<file path="src/rtl/manch_rx_pkg.sv">
package manch_rx_pkg;

  typedef enum logic {
    ST_HUNT  = 1'b0,
    ST_TRACK = 1'b1
  } rxState_t;

  // strobes from control to datapath
  typedef struct packed {
    logic cntRestart;  // restart phase count at this transition
    logic histLoad;    // start a new candidate history with this transition
    logic histShift;   // append this transition's bit to the history
    logic emitBit;     // present the strobed bit on the output
  } rxCtrl_t;

  // observations from datapath to control
  typedef struct packed {
    logic edgeSeen;
    logic edgeRise;
    logic inMid;
    logic inBound;
    logic timedOut;
    logic preambleHit;
  } rxStat_t;

endpackage

</file>
<file path="src/rtl/manch_rx_datapath.sv">
module manch_rx_datapath
  import manch_rx_pkg::*;
#(
  parameter int OVS         = 16,
  parameter int SYNC_STAGES = 2,
  parameter int PRE_LEN     = 4,
  parameter logic [PRE_LEN-1:0] PRE_PAT = 4'b1010
) (
  input  logic    clk,
  input  logic    rstN,
  input  logic    rxLine,
  input  rxCtrl_t ctrl,
  output rxStat_t stat,
  output logic    rxData,
  output logic    rxValid
);

  localparam int HALF    = OVS / 2;
  localparam int QTR     = OVS / 4;
  localparam int TIMEOUT = OVS + HALF;
  localparam int STROBE  = HALF + QTR;
  localparam int CW      = $clog2(TIMEOUT + 1);

  localparam logic [CW-1:0] MID_LO   = CW'(OVS - QTR);
  localparam logic [CW-1:0] MID_HI   = CW'(OVS + QTR);
  localparam logic [CW-1:0] BND_LO   = CW'(HALF - QTR);
  localparam logic [CW-1:0] BND_HI   = CW'(HALF + QTR);
  localparam logic [CW-1:0] LIMIT    = CW'(TIMEOUT);
  localparam logic [CW-1:0] STROBE_P = CW'(STROBE);

  logic [SYNC_STAGES-1:0] syncChain;
  logic                   lineQ;
  logic                   linePrev;
  logic [CW-1:0]          phaseCnt;
  logic                   bitSample;
  logic [PRE_LEN-1:0]     hist;

  // input synchroniser
  generate
    if (SYNC_STAGES == 1) begin : g_sync1
      always_ff @(posedge clk) begin
        if (!rstN) syncChain <= '0;
        else       syncChain <= rxLine;
      end
    end else begin : g_syncN
      always_ff @(posedge clk) begin
        if (!rstN) syncChain <= '0;
        else       syncChain <= {syncChain[SYNC_STAGES-2:0], rxLine};
      end
    end
  endgenerate

  assign lineQ = syncChain[SYNC_STAGES-1];

  always_ff @(posedge clk) begin
    if (!rstN) linePrev <= 1'b0;
    else       linePrev <= lineQ;
  end

  // edge detection and phase windows
  always_comb begin
    stat.edgeSeen    = lineQ ^ linePrev;
    stat.edgeRise    = lineQ & ~linePrev;
    stat.inMid       = (phaseCnt > MID_LO) && (phaseCnt < MID_HI);
    stat.inBound     = (phaseCnt > BND_LO) && (phaseCnt < BND_HI);
    stat.timedOut    = (phaseCnt == LIMIT);
    stat.preambleHit = ({hist[PRE_LEN-2:0], stat.edgeRise} == PRE_PAT);
  end

  // phase counter: samples since the reference transition, saturating
  always_ff @(posedge clk) begin
    if (!rstN)                phaseCnt <= LIMIT;
    else if (ctrl.cntRestart) phaseCnt <= CW'(1);
    else if (phaseCnt != LIMIT) phaseCnt <= phaseCnt + CW'(1);
  end

  // quarter-bit-after-boundary data strobe
  always_ff @(posedge clk) begin
    if (!rstN)                     bitSample <= 1'b0;
    else if (phaseCnt == STROBE_P) bitSample <= ~lineQ;
  end

  // acquisition history
  always_ff @(posedge clk) begin
    if (!rstN)               hist <= '0;
    else if (ctrl.histLoad)  hist <= {{(PRE_LEN-1){1'b0}}, stat.edgeRise};
    else if (ctrl.histShift) hist <= {hist[PRE_LEN-2:0], stat.edgeRise};
  end

  // output register
  always_ff @(posedge clk) begin
    if (!rstN) begin
      rxValid <= 1'b0;
      rxData  <= 1'b0;
    end else begin
      rxValid <= ctrl.emitBit;
      if (ctrl.emitBit) rxData <= bitSample;
    end
  end


  valid_single_chk: assert property (@(posedge clk) disable iff (!rstN)
    rxValid |=> !rxValid);


  valid_window_chk: assert property (@(posedge clk) disable iff (!rstN)
    rxValid |-> $past(stat.inMid && stat.edgeSeen));


  phase_range_chk: assert property (@(posedge clk) disable iff (!rstN)
    phaseCnt <= LIMIT);

endmodule

</file>
<file path="src/rtl/manch_rx_control.sv">
module manch_rx_control
  import manch_rx_pkg::*;
(
  input  logic    clk,
  input  logic    rstN,
  input  rxStat_t stat,
  output rxCtrl_t ctrl,
  output logic    locked,
  output logic    codeErr,
  output logic    msgBad
);

  rxState_t state;
  rxState_t nextState;
  logic     setErr;

  always_comb begin
    ctrl      = '0;
    nextState = state;
    setErr    = 1'b0;
    unique case (state)
      ST_HUNT: begin
        if (stat.edgeSeen) begin
          ctrl.cntRestart = 1'b1;
          if (stat.inMid) begin
            ctrl.histShift = 1'b1;
            if (stat.preambleHit) nextState = ST_TRACK;
          end else begin
            ctrl.histLoad = 1'b1;
          end
        end
      end
      ST_TRACK: begin
        if (stat.timedOut) begin
          nextState = ST_HUNT;
        end else if (stat.edgeSeen) begin
          if (stat.inMid) begin
            ctrl.cntRestart = 1'b1;
            ctrl.emitBit    = 1'b1;
          end else if (!stat.inBound) begin
            setErr = 1'b1;
          end
        end
      end
      default: nextState = ST_HUNT;
    endcase
  end

  always_ff @(posedge clk) begin
    if (!rstN) begin
      state   <= ST_HUNT;
      codeErr <= 1'b0;
      msgBad  <= 1'b0;
    end else begin
      state   <= nextState;
      codeErr <= setErr;
      if (state == ST_HUNT && nextState == ST_TRACK) msgBad <= 1'b0;
      else if (setErr)                               msgBad <= 1'b1;
    end
  end

  assign locked = (state == ST_TRACK);


  lock_on_fall_chk: assert property (@(posedge clk) disable iff (!rstN)
    $rose(locked) |-> $past(stat.edgeSeen && !stat.edgeRise));


  carrier_drop_chk: assert property (@(posedge clk) disable iff (!rstN)
    $fell(locked) |-> $past(stat.timedOut));


  bad_after_err_chk: assert property (@(posedge clk) disable iff (!rstN)
    $rose(msgBad) |-> codeErr);


  err_when_locked_chk: assert property (@(posedge clk) disable iff (!rstN)
    codeErr |-> locked);

endmodule

</file>
<file path="src/rtl/manch_rx.sv">
module manch_rx
  import manch_rx_pkg::*;
#(
  parameter int OVS         = 16,
  parameter int SYNC_STAGES = 2
) (
  input  logic clk,
  input  logic rstN,
  input  logic rxLine,
  output logic rxData,
  output logic rxValid,
  output logic rxLock,
  output logic codeErr,
  output logic msgBad
);

  rxCtrl_t ctrl;
  rxStat_t stat;

  manch_rx_datapath #(
    .OVS        (OVS),
    .SYNC_STAGES(SYNC_STAGES),
    .PRE_LEN    (4),
    .PRE_PAT    (4'b1010)
  ) u_dp (
    .clk    (clk),
    .rstN   (rstN),
    .rxLine (rxLine),
    .ctrl   (ctrl),
    .stat   (stat),
    .rxData (rxData),
    .rxValid(rxValid)
  );

  manch_rx_control u_ctl (
    .clk    (clk),
    .rstN   (rstN),
    .stat   (stat),
    .ctrl   (ctrl),
    .locked (rxLock),
    .codeErr(codeErr),
    .msgBad (msgBad)
  );


  valid_locked_chk: assert property (@(posedge clk) disable iff (!rstN)
    rxValid |-> rxLock);

endmodule

</file>
<file path="config.mk">
export PLATFORM = sky130hd
export DESIGN_NAME = manch_rx
export DESIGN_NICKNAME = d
export VERILOG_FILES = /design/src/rtl/manch_rx_pkg.sv /design/src/rtl/manch_rx_datapath.sv /design/src/rtl/manch_rx_control.sv /design/src/rtl/manch_rx.sv
export SDC_FILE = /design/constraint.sdc
export NUM_CORES = 1
export LEC_CHECK = 0
export CORE_MARGIN = 2
export CORE_UTILIZATION = 57
export DETAILED_ROUTE_END_ITERATION = 10
export PLACE_DENSITY = 0.8
export SYNTH_ARGS = -nofsm -noshare
export SYNTH_HDL_FRONTEND = slang
export SYNTH_SLANG_ARGS = --single-unit
</file>
<file path="constraint.sdc">
create_clock -name clk -period 3.4 [get_ports clk]
set_clock_uncertainty 0.2 [all_clocks]
set_input_delay 0.34 -clock clk [delete_from_list [all_inputs] [get_ports clk]]
set_output_delay 0.34 -clock clk [all_outputs]
set_load 0.1 [all_outputs]
</file>
==> flow_metrics.tcl <==
set metrics [dict create \
    synth-main-ff-cell "dfxtp_1" \
    viasPerCell 5.49 \
    top_layer "met4" \
    grt_pass1_wl_mm 1.84 \
    cp_max_fo 8 \
    coreArea_mm2 0.00128 \
    max_freq_ghz 0.408 \
    slew_violations 0 \
    overflow 0 \
    cp.required_ns 2.86 \
    grt_pass1_vias 442 \
    antenna-diode-count 0 \
    path_cells "clkdlybuf4s50_1" \
    cts_buffer_depth 2 \
    grt_usage_pct 16.8 \
    die_h_um 40.7 \
    areaGrowthSynthToFinish_pct 13.0 \
    nFillCells 120 \
    drc 0 \
    synth-edff-count 0 \
    synth.most_common_cell "dfxtp_1" \
    synth_area_um2 769 \
    synth_area_per_cell_um2 9.87 \
    synthCells 78 \
    slowest_delay_ns 1.17 \
    routed_wl_mm 1.24 \
    cp.arrival_ns 1.91 \
    antenna_found_initial 0 \
    fin_nets 94 \
    cp-end-kind "primary output" \
    clkSinkCount 17 \
    port_buffers 7 \
    drtAntennaViolNets 0 \
    relSlewSlack_pct 35.4 \
    met2_length_um 554 \
    place.gp.congestion 0.763 \
    maxCapViolations 0 \
    outcome "complete, no violations" \
    tritoncts "built" \
    period_needed_ns 2.45 \
    synthArstFlopShare_pct 0 \
    clk_pin_slew_ns 0.10 \
    crit_path_top_delay_cell "clkdlybuf4s50_1" \
    synth_top_cell_area_share_pct 44.2 \
    cts_made_buffers 3 \
    met1Wirelength_um 630 \
    min_path_type "register to register" \
    synth.top_cells.by_area "dfxtp_1 44%, ha_1 4.9%, a2111oi_4 3.6%" \
    root_buffer "clkbuf_4" \
    wl_per_cell_um 12.2 \
    ys_seq_area_share_pct 44.2 \
    post_cts_buffers 0 \
    drt_iter0_markers 9 \
    vias 560 \
    post-route-period-util_pct 72.0 \
    grt_max_degree 13 \
    detailedPlacementHpwl_um 920 \
    stdcell_count 102 \
    insertion_delay_ns 0.29 \
    cellPowerDensity_mw_per_mm2 539 \
    num_rows 13 \
    crit_type "register to primary output" \
    dpl.cell_count 98 \
    ys_ff_latch 17 \
    finalSetupViolations 0 \
    ioPinCount 8 \
    yosysTopAreaCell "dfxtp_1" \
    drive_gt1_share_pct 10.3 \
    die_area_mm2 0.00166 \
    irDropWorstVdd_mv 0.324 \
    p_leak_nw 0.311 \
    hold_buffers 0 \
    ys_warn_count 0 \
    finalSetupTns_ns 0 \
    hold_violations 0 \
    worstMarginPinSlew_ns 0.966 \
    cp_num_buf_inv 1 \
    cts_resized 0 \
    critPathTopFamily "buffers and inverters" \
    rsz0062_at_grt "no" \
    dr.pass1.iters 4 \
    synth_nets 84 \
    start_util_pct 59.9 \
    die_w_um 40.7 \
    wl_met3_um 40 \
    h-tree-depth 1 \
    synth_commonest_cells "17 x dfxtp_1, 7 x nand2_1, 5 x a21oi_1, 5 x inv_1, 5 x nand3_1" \
    cp-start-kind "register" \
    synthDistinctLibCells 31 \
]
==> state kept, by name, summed over array words and instances, names as in the netlist <==
register and flops:
u_dp.rxData 1, u_dp.rxValid 1, u_dp.syncChain 2, u_ctl.locked 1
u_dp.bitSample 1, u_ctl.codeErr 1, u_ctl.msgBad 1, u_dp.phaseCnt 5
u_dp.hist 3, u_dp.linePrev 1
==> report_power, final <==
part | internal, W | total [W] | switching, W | leakage (nW)
combinational | 0.0000555 | 0.000124 | 0.0000681 | 0.157
clock | 0.0000457 | 0.000108 | 0.0000624 | 0.0150
sequential | 0.000214 | 0.000237 | 0.0000230 | 0.138
==> per-stage QoR <==
step | cell area (µm²) | setup WS (ns) | hold slack [ns] | power [W] | utilization, %
2_1_floorplan | 769 | 1.46 | 0.212 | 0.000339 | -
3_3_place_gp | 843 | 1.29 | 0.218 | 0.000356 | 65.6
3_5_place_dp | 843 | 1.28 | 0.225 | 0.000365 | 65.6
4_1_cts | 870 | 0.947 | 0.248 | 0.000472 | 67.7
5_1_grt | 870 | 0.879 | 0.262 | 0.000490 | 67.7
6_report | 870 | 0.952 | 0.245 | 0.000468 | 67.7
==> layer usage <==
layer | track usage, % | up-vias
met2 | 26.2 | 11
met4 | 7.50 | 0
met3 | 3.26 | 2
met1 | 22.3 | 255
li1 | - | 292
met5 | 0 | -
==> cells by family after synthesis <==
kind of cell / after synthesis / synth area share, %
xor gates and xnor gates: 4 / 4.55
and+or+nand+nor: 29 / 22.1
buffers and inverters: 7 / 4.39
muxes: 2 / 2.60
AOI/OAI and AO/OA: 16 / 17.2
adders and majority gates: 3 / 4.88
DFF: 17 / 44.2
==> placed cells by master (no fill, tap or decap), types with 3 or more instances in the layout <==
cell type,synthesis,final
o21ai_0,3,3
ha_1,3,3
dfxtp_1,17,17
nand2_1,7,7
inv_1,5,5
and2_1,3,3
a21oi_1,5,5
clkbuf_4,0,3
clkdlybuf4s50_1,0,7
nand3_1,5,5
==> path summary, 6_finish.rpt <==
path                          start                 to  slack [ns]  depth (start not counted)
hold / removal    u_dp.syncChain[0]  u_dp.syncChain[1]        0.24                          1
setup / recovery       u_ctl.locked             rxLock        0.95                          1
hold reg to reg   u_dp.syncChain[0]  u_dp.syncChain[1]        0.24                          1
setup reg to reg   u_dp.phaseCnt[0]       u_ctl.msgBad        1.60                          5
==> layout make-up <==
cell class | count | area (µm²) | area share (%)
inverters | 5 | 18.8 | 2.16
flip-flops and latches | 17 | 340 | 39.1
well taps | 15 | 18.8 | 2.16
multi-input cells | 54 | 395 | 45.5
clock buffers | 4 | 26.3 | 3.02
repair buffers | 7 | 70.1 | 8.06
No activity file was read; power rests on OpenSTA's default activity.
